## src/rtl/i2c_lc_pkg.sv

```systemverilog
package i2c_lc_pkg;

    localparam int LC_NUM_LINES = 2;
    localparam int LC_SCL_IDX   = 0;
    localparam int LC_SDA_IDX   = 1;

    typedef struct packed {
        logic rise;
        logic fall;
        logic start;
        logic stop;
    } lc_evt_t;

endpackage

```

## src/rtl/i2c_lc_sync.sv

```systemverilog
module i2c_lc_sync #(
    parameter int   STAGES  = 2,
    parameter logic RST_VAL = 1'b1
) (
    input  logic clk,
    input  logic rst_n,
    input  logic d_in,
    output logic q_out
);
    localparam int SW = (STAGES < 2) ? 2 : STAGES;

    logic [SW-1:0] sh_d, sh_q;

    always_comb begin
        sh_d = {sh_q[SW-2:0], d_in};
    end

    always_ff @(posedge clk or negedge rst_n) begin
        if (!rst_n) sh_q <= {SW{RST_VAL}};
        else        sh_q <= sh_d;
    end

    assign q_out = sh_q[SW-1];
endmodule

```

## src/rtl/i2c_lc_filter.sv

```systemverilog
module i2c_lc_filter #(
    parameter int   CW      = 6,
    parameter logic RST_VAL = 1'b1
) (
    input  logic          clk,
    input  logic          rst_n,
    input  logic          in_lvl,
    input  logic [CW-1:0] thr,
    output logic          filt_lvl
);
    localparam int CW1 = CW + 1;

    typedef struct packed {
        logic          lvl;
        logic [CW-1:0] cnt;
    } flt_st_t;

    flt_st_t       st_d, st_q;
    logic [CW-1:0] thr_eff;

    always_comb begin
        st_d    = st_q;
        thr_eff = (thr == '0) ? CW'(1) : thr;
        if (in_lvl == st_q.lvl) begin
            st_d.cnt = '0;
        end else if (({1'b0, st_q.cnt} + CW1'(1)) >= {1'b0, thr_eff}) begin
            st_d.lvl = in_lvl;
            st_d.cnt = '0;
        end else begin
            st_d.cnt = st_q.cnt + CW'(1);
        end
    end

    always_ff @(posedge clk or negedge rst_n) begin
        if (!rst_n) st_q <= '{lvl: RST_VAL, cnt: '0};
        else        st_q <= st_d;
    end

    assign filt_lvl = st_q.lvl;

    // a flip on the filtered side always follows the synchronised input
    assert_filt_follows_R2: assert property (@(posedge clk) disable iff (!rst_n)
        (st_q.lvl != $past(st_q.lvl)) |-> ($past(in_lvl) == st_q.lvl));
endmodule

```

## src/rtl/i2c_lc_detect.sv

```systemverilog
module i2c_lc_detect
    import i2c_lc_pkg::*;
(
    input  logic clk,
    input  logic rst_n,
    input  logic scl_lvl,
    input  logic sda_lvl,
    output logic scl_rise,
    output logic scl_fall,
    output logic start_det,
    output logic stop_det,
    output logic bus_idle
);
    typedef struct packed {
        logic scl_p;
        logic sda_p;
    } det_st_t;

    det_st_t st_d, st_q;
    lc_evt_t evt;
    logic    scl_held;

    always_comb begin
        st_d.scl_p = scl_lvl;
        st_d.sda_p = sda_lvl;
        scl_held   = scl_lvl & st_q.scl_p;
        evt.rise   = scl_lvl & ~st_q.scl_p;
        evt.fall   = ~scl_lvl & st_q.scl_p;
        evt.start  = scl_held & st_q.sda_p & ~sda_lvl;
        evt.stop   = scl_held & ~st_q.sda_p & sda_lvl;
    end

    always_ff @(posedge clk or negedge rst_n) begin
        if (!rst_n) st_q <= '{scl_p: 1'b1, sda_p: 1'b1};
        else        st_q <= st_d;
    end

    assign scl_rise  = evt.rise;
    assign scl_fall  = evt.fall;
    assign start_det = evt.start;
    assign stop_det  = evt.stop;
    assign bus_idle  = scl_lvl & sda_lvl;

    // edge strobes and condition strobes are mutually exclusive
    assert_edge_excl_R7: assert property (@(posedge clk) disable iff (!rst_n)
        !((scl_rise || scl_fall) && (start_det || stop_det)));

    // edge strobes last one cycle
    assert_rise_single_R6: assert property (@(posedge clk) disable iff (!rst_n)
        scl_rise |=> !scl_rise);
    assert_fall_single_R6: assert property (@(posedge clk) disable iff (!rst_n)
        scl_fall |=> !scl_fall);
endmodule

```

## src/rtl/i2c_lc_sda_hold.sv

```systemverilog
module i2c_lc_sda_hold #(
    parameter int HOLD_CYC = 30
) (
    input  logic clk,
    input  logic rst_n,
    input  logic scl_lvl,
    input  logic scl_fall,
    input  logic tx_sda,
    output logic sda_drive_low
);
    localparam int              HW     = (HOLD_CYC < 1) ? 1 : $clog2(HOLD_CYC + 1);
    localparam logic [HW-1:0]   HOLD_V = HW'(HOLD_CYC);

    typedef struct packed {
        logic          drv;
        logic [HW-1:0] cnt;
    } hold_st_t;

    hold_st_t st_d, st_q;

    always_comb begin
        st_d = st_q;
        if (scl_fall)              st_d.cnt = HOLD_V;
        else if (st_q.cnt != '0)   st_d.cnt = st_q.cnt - HW'(1);
        if (!scl_lvl && !scl_fall && (st_q.cnt == '0))
            st_d.drv = ~tx_sda;
    end

    always_ff @(posedge clk or negedge rst_n) begin
        if (!rst_n) st_q <= '{drv: 1'b0, cnt: '0};
        else        st_q <= st_d;
    end

    assign sda_drive_low = st_q.drv;

    // checker: cycles since the last SCL fall, saturating
    localparam int             SFW    = $clog2(HOLD_CYC + 3) + 1;
    localparam logic [SFW-1:0] SF_SAT = SFW'(HOLD_CYC + 2);
    logic [SFW-1:0] sf_q;

    always_ff @(posedge clk or negedge rst_n) begin
        if (!rst_n)           sf_q <= SF_SAT;
        else if (scl_fall)    sf_q <= '0;
        else if (sf_q < SF_SAT) sf_q <= sf_q + SFW'(1);
    end

    // output never changes inside the hold window
    assert_hold_window_R9: assert property (@(posedge clk) disable iff (!rst_n)
        (st_q.drv != $past(st_q.drv)) |-> (sf_q >= SFW'(HOLD_CYC + 1)));

    // output only updated from a cycle where SCL was low
    assert_hold_scl_low_R10: assert property (@(posedge clk) disable iff (!rst_n)
        (st_q.drv != $past(st_q.drv)) |-> !$past(scl_lvl));
endmodule

```

## src/rtl/i2c_line_cond.sv

```systemverilog
module i2c_line_cond
    import i2c_lc_pkg::*;
#(
    parameter int FILT_W      = 6,
    parameter int SYNC_STAGES = 2,
    parameter int HOLD_CYC    = 30
) (
    input  logic              clk,
    input  logic              rst_n,
    input  logic              scl_in,
    input  logic              sda_in,
    input  logic              fast_mode,
    input  logic [FILT_W-1:0] filt_std_cyc,
    input  logic [FILT_W-1:0] filt_fast_cyc,
    input  logic              tx_sda,
    output logic              scl_lvl,
    output logic              sda_lvl,
    output logic              scl_rise,
    output logic              scl_fall,
    output logic              start_det,
    output logic              stop_det,
    output logic              bus_idle,
    output logic              sda_drive_low
);
    logic [LC_NUM_LINES-1:0] raw_w, sync_w, lvl_w;
    logic [FILT_W-1:0]       thr_sel;

    assign raw_w[LC_SCL_IDX] = scl_in;
    assign raw_w[LC_SDA_IDX] = sda_in;
    assign thr_sel = fast_mode ? filt_fast_cyc : filt_std_cyc;

    for (genvar g = 0; g < LC_NUM_LINES; g++) begin : g_line
        i2c_lc_sync #(
            .STAGES  (SYNC_STAGES),
            .RST_VAL (1'b1)
        ) sync_i (
            .clk   (clk),
            .rst_n (rst_n),
            .d_in  (raw_w[g]),
            .q_out (sync_w[g])
        );

        i2c_lc_filter #(
            .CW      (FILT_W),
            .RST_VAL (1'b1)
        ) filt_i (
            .clk      (clk),
            .rst_n    (rst_n),
            .in_lvl   (sync_w[g]),
            .thr      (thr_sel),
            .filt_lvl (lvl_w[g])
        );
    end

    assign scl_lvl = lvl_w[LC_SCL_IDX];
    assign sda_lvl = lvl_w[LC_SDA_IDX];

    i2c_lc_detect det_i (
        .clk       (clk),
        .rst_n     (rst_n),
        .scl_lvl   (scl_lvl),
        .sda_lvl   (sda_lvl),
        .scl_rise  (scl_rise),
        .scl_fall  (scl_fall),
        .start_det (start_det),
        .stop_det  (stop_det),
        .bus_idle  (bus_idle)
    );

    i2c_lc_sda_hold #(
        .HOLD_CYC (HOLD_CYC)
    ) hold_i (
        .clk           (clk),
        .rst_n         (rst_n),
        .scl_lvl       (scl_lvl),
        .scl_fall      (scl_fall),
        .tx_sda        (tx_sda),
        .sda_drive_low (sda_drive_low)
    );

    // a start is only reported with SCL held high across the SDA fall
    assert_start_scl_high_R4: assert property (@(posedge clk) disable iff (!rst_n)
        start_det |-> (scl_lvl && $past(scl_lvl) && !sda_lvl));

    // same for a stop
    assert_stop_scl_high_R5: assert property (@(posedge clk) disable iff (!rst_n)
        stop_det |-> (scl_lvl && $past(scl_lvl) && sda_lvl));

    // a stop leaves the bus idle
    assert_stop_idle_R8: assert property (@(posedge clk) disable iff (!rst_n)
        stop_det |-> bus_idle);
endmodule

```

## config.mk

```make
export PLATFORM = sky130hd
export DESIGN_NAME = i2c_line_cond
export DESIGN_NICKNAME = d
export VERILOG_FILES = /design/src/rtl/i2c_lc_pkg.sv /design/src/rtl/i2c_lc_sync.sv /design/src/rtl/i2c_lc_filter.sv /design/src/rtl/i2c_lc_detect.sv /design/src/rtl/i2c_lc_sda_hold.sv /design/src/rtl/i2c_line_cond.sv
export SDC_FILE = /design/constraint.sdc
export NUM_CORES = 1
export LEC_CHECK = 0
export BUFFER_PORTS_ARGS = -buffer_cell sky130_fd_sc_hd__buf_2
export CAP_MARGIN = 20
export CORE_MARGIN = 10
export CORE_UTILIZATION = 57
export CTS_CLUSTER_DIAMETER = 100
export DETAILED_ROUTE_END_ITERATION = 10
export GPL_TIMING_DRIVEN = 0
export HOLD_SLACK_MARGIN = 0.05
export PLACE_DENSITY_LB_ADDON = 0.08
export REMOVE_ABC_BUFFERS = 1
export SLEW_MARGIN = 10
export SYNTH_ARGS = -nofsm -noshare
export SYNTH_HDL_FRONTEND = slang
export SYNTH_SLANG_ARGS = --single-unit
```

## constraint.sdc

```tcl
create_clock -name clk -period 5.47 [get_ports clk]
set_input_delay 1.094 -clock clk [delete_from_list [all_inputs] [get_ports clk]]
set_output_delay 1.094 -clock clk [all_outputs]
set_load 0.005 [all_outputs]
```

## Word-level counts from Yosys, hierarchy flattened

Cells that the tools add are included.

| cells by class | value |
|---|---|
| add/sub/neg operators | 5 |
| multiply operators | 0 |
| div/mod/pow operators | 0 |
| magnitude comparators | 2 |
| eq/ne operators | 2 |
| shift operators | 0 |
| mux-type cells | 8 |
| bitwise logic cells | 15 |
| reduce and logical (&&, ||, !) cells | 10 |

Operators by type and width:

| kind | count |
|---|---|
| $mux W6 | 6 |
| $add A6 B1 Y7 const B | 2 |
| $ge A7 B6 Y1 | 2 |
| $add A6 B1 Y6 const B | 2 |
| $mux W5 | 2 |
| $and A1 B1 Y1 | 8 |
| $not A1 Y1 | 7 |
| $logic_not A6 Y1 | 1 |
| $logic_not A5 Y1 | 1 |
| $reduce_bool A5 Y1 | 1 |
| $sub A5 B1 Y5 const B | 1 |
| $reduce_and A2 Y1 | 2 |
| $eq A1 B1 Y1 | 2 |
| $logic_and A1 B1 Y1 | 2 |
| $logic_not A1 Y1 | 2 |
| $reduce_bool A2 Y1 | 1 |

| storage, ports and cells | value |
|---|---|
| register bits | 26 |
| bits in latches | 0 |
| bits in writable memories | 0 |
| bits in read-only memories | 0 |
| input bits | 18 |
| output and inout bits | 8 |
| word-level logic and storage cells | 52 |
| memories kept | 0 |

## Logic depth before layout (Yosys ltp)

Gate-level depths: netlist (run 1).

| logic depth | value |
|---|---|
| depth after elaboration | 6 |
| depth in mapped cells | 10 |
| mapped depth without buffers | 9 |

## Modules after synthesis

From an unflattened synthesis (run 1), not the netlist that was laid out.

| second synthesis, totals | value |
|---|---|
| cell total of the unflattened synthesis | 145 |
| area total of the unflattened synthesis | 1575.3 µm² |

Modules (own cells, without submodules):

| module | times used | cells each | area an instance (µm²) | seq. area each (µm²) |
|---|---|---|---|---|
| i2c_lc_filter | 2 | 50 | 486.7 | 176.4 |
| i2c_lc_sda_hold | 1 | 27 | 302.8 | 150.1 |
| i2c_lc_sync | 2 | 2 | 52.6 | 52.6 |
| i2c_line_cond | 1 | 7 | 101.3 | 0.0 |
| i2c_lc_detect | 1 | 7 | 92.6 | 52.6 |

## Least setup slack after synthesis (run 1)

OpenSTA, ideal clock, no wires.

| path | value |
|---|---|
| path kind | input to register |
| start point | input fast_mode |
| end point | register g_line[0].filt_i.st_q (netlist bit g_line[0].filt_i.filt_lvl) |
| library setup time | 0.082 ns |
| arrival | 2.765 ns |
| required time | 5.388 ns |
| setup slack | 2.623 ns |
| stages on the path | 10 |
| path buffers | 1 |
| cell sequence | buf_4 mux2i_1 nand3_1 o21ai_0 ha_1 nor2b_1 o21ai_0 nand4_1 nand3_2 mux2_4 |

| on the way | value |
|---|---|
| word-level cells in the longest chain between the ends | 5 |

RTL lines:

| what | line | RTL |
|---|---|---|
| start, declared | i2c_line_cond.sv:12 | `input logic fast_mode,` |
| $mux W6 * | i2c_line_cond.sv:30 | `assign thr_sel = fast_mode ? filt_fast_cyc : filt_std_cyc;` |
| $logic_not A6 Y1 | i2c_lc_filter.sv:23 | `thr_eff = (thr == '0) ? CW'(1) : thr;` |
| $mux W6 * | i2c_lc_filter.sv:23 |  |
| $ge A7 B6 Y1 * | i2c_lc_filter.sv:26 | `end else if (({1'b0, st_q.cnt} + CW1'(1)) >= {1'b0, thr_eff}) begin` |
| $reduce_and A2 Y1 (no line) * | - |  |
| end signal, assigned | i2c_lc_filter.sv:35 | `if (!rst_n) st_q <= '{lvl: RST_VAL, cnt: '0};` |
| end signal, assigned | i2c_lc_filter.sv:36 | `else st_q <= st_d;` |
| end, declared | i2c_lc_filter.sv:18 | `flt_st_t st_d, st_q;` |

Every way passes the cells marked *; elsewhere a longest branch is shown, timed or not.
A chain may end at the register's enable or synchronous reset.

## Worst setup path after layout (run 1)

Ends and elaborated chain as after synthesis.

==> run metrics, run 1 <==
Yosys reg bits 26; routed vias 1081; vias in the first global route 1171; Seq pwr share 0.447; filler cell count in the final layout 198; Synth top cells by count dfrtp_1 (18), ha_1 (16), nand3_1 (9), xnor2_1 (9); initial antenna violation count 0; P_leak 0.9073 nW; r2r startpoint g_line[1].filt_i.st_q[0]; Detailed Route WL 2896 um; Iter 0 DRT Violations between 50 and 60; boundary pin count 26; largest net degree at the start of global routing 27; area of the multi-input gates 839.6 um^2; routed len/inst 14.55 um; share of the synthesized area in the top cell type 0.2927; synthesized area per cell roughly 11 um^2; synth top area cells dfrtp_1 (29%), dfstp_2 (14%), ha_1 (13%); Post-synth EDFFs 0; most numerous cell in the Yosys netlist dfrtp_1; placer congestion estimate 0.8914; DR vias/cell 5.432; FF-to-FF setup slack 3400 ps; power per cell area 407.3 nW/um^2; worst r2r dst g_line[1].filt_i.filt_lvl; Die Y 71.96 um; Hold Crit Start g_line[0].sync_i.sh_q[0]; Final setup viols 0; Switching Power 0.2517 mW; Setup CP Type primary input to flop; total grt overflow 0; CTS Sinks 26; maximum vdd drop 400.3 uV; first-pass GRT wire length between 4000 and 5000 um; Slew @ Worst Pin 560.6 ps; Hold Path Class flop to flop; CP required 5730 ps; IO buf count 25; CTS hold repair buffers 0; layout cells sized above 1 0.2663; Clk network pwr share 0.182; Final Non-Filler Cells approximately 200; final hold viol count 0; Yosys Warn Count 0; Cells after DPL roughly 200; die area around 5200 um^2; Seq/Total Area, Yosys 0.4293; DPL Wire Length 2381 um; Logic pwr share 0.371; CP Launch Point fast_mode; Final Slew Violations 0; Die Wd just over 70 um; Inserted Clock Buffers 3; Rows 18; Worst setup SP type primary input; CP Capture Type flop; total core area 2522 um^2; area grow syn2layout 13.17%; number of routed nets with antenna violations 0; internal power 0.4577 mW; DRT Pass-1 Iters 4; Mapped Area 1539 um^2; Synth async-reset ratio 1.000; Clk Latency, worst-skew pair 320 ps; # DRC 0; post-layout min period 2946 ps; Total GRT Usage 0.1161; CP Capture Point g_line[0].filt_i.filt_lvl; Yosys cell types 32; Net Sw Frac 0.3548; Arr. time, crit path 3210 ps; CTS Buffer Depth 2; CTS H-Tree Depth 1; Max Cap Violations 0; register area 660.6 um^2; status complete, no violations; RSZ-0062 raised after global routing no; area leader, netlist dfrtp_1; Max FO, Critical Path 10; CTS clk-pin slew, worst paths 140 ps; total setup buffers inserted after CTS 0; top_reg_cell synth dfrtp_1; PostCTS Resize Cnt 0; root buf cell clkbuf_4; fin nets 204; max_slew headroom 0.6262; crit share post-route 0.5386; cells after synthesis approximately 140; highest clock rate 0.3394 GHz; Worst Skew 6.952 ps; Setup TNS 0 ps; CTS tree built; # diodes 0; initial core utilization 0.6101; reg2reg path depth 8
[stage by stage]
| stage | instance area (um^2) | util | hold WS, ps | total power, mW | setup WS (ps) |
|---|---|---|---|---|---|
| final | 1742 | 0.6905 | 365.2 | 0.7094 | 2524 |
| after global routing | 1742 | 0.6905 | 369.4 | 0.7727 | 2343 |
| after CTS | 1742 | 0.6905 | 366.5 | 0.7196 | 2556 |
| after detailed placement | 1689 | 0.6696 | 347.3 | 0.5877 | 2204 |
| after global placement | 1689 | 0.6696 | 345.8 | 0.5690 | 2252 |
| after floorplan | 1526 | - | 345.2 | 0.4956 | 2821 |
[flip-flops by register name, indices dropped and copies added, names as in the netlist]
signal / count
hold_i.st_q: 5
g_line.sync_i.sh_q: 4
g_line.filt_i.filt_lvl: 2
det_i.st_q: 2
g_line.filt_i.st_q: 12
hold_i.sda_drive_low: 1
[worst max-delay path, cell delays in order]
cell	delay, ps
buf_2	230
mux2i_1	430
nand3_1	110
o21ai_0	300
ha_1	300
nor2b_1	110
o21ai_0	90
nand4_1	150
nand3_2	90
mux2_4	300
[final cells by class]
type,count,share of cell area
clock buffer,3,0.01293
clock inverter,1,0.01724
sequential,26,0.3793
multi-input combinational,107,0.4820
inverter,7,0.01509
tap,30,0.02155
timing repair buffer,25,0.07184
[cell families (layout without fill, tap and decap cells)]
logic type,count (synthesis),in the layout,share of synthesized area
compound gates,18,18,0.07398
fa+ha+maj,16,16,0.1301
mux,10,10,0.07155
flops,26,26,0.4293
buf+inv,9,36,0.02521
xor+xnor,12,12,0.07318
simple gates,51,51,0.1967
[power by group through the flow]
stage / logic, mW / clock network, mW / registers, mW
2_1_floorplan: 0.186 / 0 / 0.309
3_5_place_dp: 0.267 / 0 / 0.321
5_1_grt: 0.305 / 0.141 / 0.327
3_3_place_gp: 0.252 / 0 / 0.317
6_report: 0.263 / 0.129 / 0.317
4_1_cts: 0.268 / 0.134 / 0.317
[worst min path at each step]
| stage | to | slack [ps] | cells after the start |
|---|---|---|---|
| floorplan | g_line[0].sync_i.sh_q[1] | 350 | 0 |
| global placement | g_line[0].sync_i.sh_q[1] | 350 | 0 |
| detailed placement | g_line[0].sync_i.sh_q[1] | 350 | 0 |
| CTS | g_line[0].sync_i.sh_q[1] | 370 | 0 |
| global route | g_line[0].sync_i.sh_q[1] | 370 | 0 |
| finish | g_line[0].sync_i.sh_q[1] | 370 | 0 |
[metal layers]
layer | vias to the layer above | wire (um) | track usage
li1 | 562 | - | -
met1 | 502 | 1227 | 0.1213
met2 | 15 | 1567 | 0.2176
met3 | 2 | 92 | 0.03810
met4 | 0 | 8 | 0.02796
met5 | - | 0 | 0
[cell usage in the layout (no fill, tap or decap), types with 2 or more instances in the layout]
cell and n:
nor3b_1 6, nand3_2 2, o21ai_0 4, clkbuf_4 3, and3_1 2, a21oi_2 2, dfstp_2 8, dfrtp_1 18
nand2_1 8, nand3_1 9, inv_1 7, buf_2 25, mux2i_1 8, xor2_1 2, nor2_1 7, ha_1 16
mux2_4 2, nor2b_1 7, o31ai_1 3, a21o_1 2, xnor2_1 9, nand4_1 4, a21oi_1 5
Note: power is estimated with default switching activity, not from simulation.
==> run 2, diff against run 1 <==
Settings changed: CORE_UTILIZATION 57 to 50.
Clock period 5.47 ns to 2.43 ns, I/O delays scaled along.
==> run 2 against run 1 <==
Wire length is 0.76% lower. Hold slack worse by 230 ps. Combinational power is 120% higher. Sequential cell count unchanged. Total power is 120% higher. Count of clock-buffer cells in the layout unchanged. Sequential power up 130%. Via count grew 0.19%. Critical path type unchanged.
==> run metrics, run 2 (same netlist as run 1, synthesis figures left out) <==
Max Cap Violations 0 (unchanged); root buf cell clkbuf_4; final hold viol count 0 (unchanged); Total GRT Usage 0.1053 (-0.01079); commonest non-fill, non-tap cell in the layout buf_2; Top Registers g_line.filt_i.st_q: 12 flops, hold_i.st_q: 5 flops, g_line.sync_i.sh_q: 4 flops; CTS H-Tree Depth 1 (unchanged); WHS 135.4 ps (-229.8 ps); Die Wd 75.48 um (+4.9%); # diodes 0 (unchanged); number of routed nets with antenna violations 0 (unchanged); area grow syn2layout 13.41%; Reg with most FFs g_line.filt_i.st_q; total core area 3003 um^2 (+19%); Largest register FFs 12 (unchanged); Final Slew Violations 0 (unchanged); most frequent cells in the layout buf_2 (25), dfrtp_1 (18), ha_1 (16); Setup CP Type primary input to flop; Iter 0 DRT Violations 24 (-54%); routed len/inst 14.23 um (-2.2%); placed cell area 1693 um^2 (+0.22%); P_leak 0.9071 nW (about the same); CTS Buffer Depth 2 (unchanged); RSZ-0062 raised after global routing no; post-layout min period 2212 ps; status complete, no violations; reg2reg path depth 8 (unchanged); highest clock rate 0.4521 GHz; final instance area 1745 um^2 (+0.22%); Inserted Clock Buffers 3 (unchanged); vias in the first global route 1048 (-11%); # DRC 0 (unchanged); Detailed Route WL 2874 um (-0.76%); CP Capture Type flop; DRT Pass-1 Iters 4 (unchanged); IO buf count 25 (unchanged); worst r2r dst g_line[1].filt_i.filt_lvl; CTS hold repair buffers 0 (unchanged); first-pass GRT wire length 4733 um (-5.2%); Die Y 75.48 um (+4.9%); CTS tree built; Slew @ Worst Pin 542.6 ps (-18.02 ps); Final setup viols 0 (unchanged); total grt overflow 0 (unchanged); initial core utilization 0.5125 (-0.09762); largest net degree at the start of global routing 27 (unchanged); power per cell area 912.0 nW/um^2 (+120%); Rows 20 (+2); DPL Wire Length 2371 um (-0.45%); CP required 2690 ps (-3040 ps); FF-to-FF setup slack 310 ps (-3090 ps); layout cells sized above 1 0.2663 (unchanged); routed vias 1083 (+0.19%); r2r startpoint g_line[1].filt_i.st_q[0]; Worst setup SP type primary input; Hold Path Class primary input to async pin; Arr. time, crit path 2470 ps (-740 ps); initial antenna violation count 0 (unchanged); placer congestion estimate 0.8644 (-3.0%); die area 5697 um^2 (+10%); Worst Skew 3.096 ps (-3.855 ps); Clk Latency, worst-skew pair 310 ps (about the same); DR vias/cell 5.361 (-1.3%); fin nets 204 (unchanged); boundary pin count 26 (unchanged); max_slew headroom 0.6383 (+0.01201); maximum vdd drop 395.7 uV (-1.1%); filler cell count in the final layout 274 (+38%); CTS clk-pin slew, worst paths 140 ps (about the same); CTS Sinks 26 (unchanged); Max FO, Critical Path 10 (unchanged); crit share post-route 0.9103
run 2: cell counts in the layout (fill, tap and decap cells not counted):
Identical to the previous run, type by type.
run 2: how the worst max path moves through the flow:
stage	slack, ps	start	cells after the start	endpoint
after floorplan	390	fast_mode	9	g_line[0].filt_i.filt_lvl
after global placement	-210	fast_mode	10	g_line[0].filt_i.filt_lvl
after detailed placement	-240	fast_mode	10	g_line[0].filt_i.filt_lvl
after CTS	110	fast_mode	10	g_line[1].filt_i.filt_lvl
after global routing	40	fast_mode	10	g_line[1].filt_i.st_q[4]
final	220	fast_mode	10	g_line[1].filt_i.filt_lvl
run 2: metal layers:
metal / global-route usage / share of wire / vias up / wire length [um]
met4: 0.03093 / 0.0066 / 0 / 19
met3: 0.01693 / 0.017 / 2 / 49
met1: 0.1357 / 0.45 / 522 / 1301
met2: 0.1766 / 0.52 / 4 / 1504
met5: 0 / 0 / - / 0
li1: - / - / 555 / -
run 2: stage by stage:
| stage | TNS (ps) | instances | setup slack, ps | total power, mW | utilization |
|---|---|---|---|---|---|
| 6_report | 0 | 202 | 217.9 | 1.592 | 0.5813 |
| 5_1_grt | 0 | 202 | 43.31 | 1.743 | 0.5813 |
| 4_1_cts | 0 | 202 | 114.3 | 1.617 | 0.5813 |
| 3_5_place_dp | -2570 | 198 | -239.5 | 1.319 | 0.5638 |
| 3_3_place_gp | -2149 | 198 | -211.2 | 1.286 | 0.5638 |
| 2_1_floorplan | 0 | 140 | 388.8 | 1.116 | - |
run 2: layout make-up:
cell class / instances / area, um^2 / share of cell area
clock buffers: 3 / 22.52 / 0.01290
clock inverters: 1 / 30.03 / 0.01720
inverters: 7 / 26.28 / 0.01505
multi-input cells: 107 / 839.6 / 0.4810
flip-flops and latches: 26 / 660.6 / 0.3785
well taps: 33 / 41.29 / 0.02366
repair buffers: 25 / 125.1 / 0.07168
run 2: report_power, final:
group	total, mW	switching (mW)	internal (mW)
Combinational	0.586	0.301	0.284
Clock	0.291	0.125	0.167
Sequential	0.715	0.135	0.579
run 2: worst max-delay path: stages:
cell,delay (ps)
buf_2,240
mux2i_1,350
nand3_1,120
o21ai_1,240
ha_1,280
nor2b_1,110
o21ai_1,80
nand4_1,150
nand3_2,90
mux2_4,300
run 2: repair_timing:
| item | 4_1_cts | 5_1_grt |
|---|---|---|
| setup endpoints to repair | 0 | 12 |
| gates resized for setup | 0 | 1 |
| setup buffers | 0 | 0 |
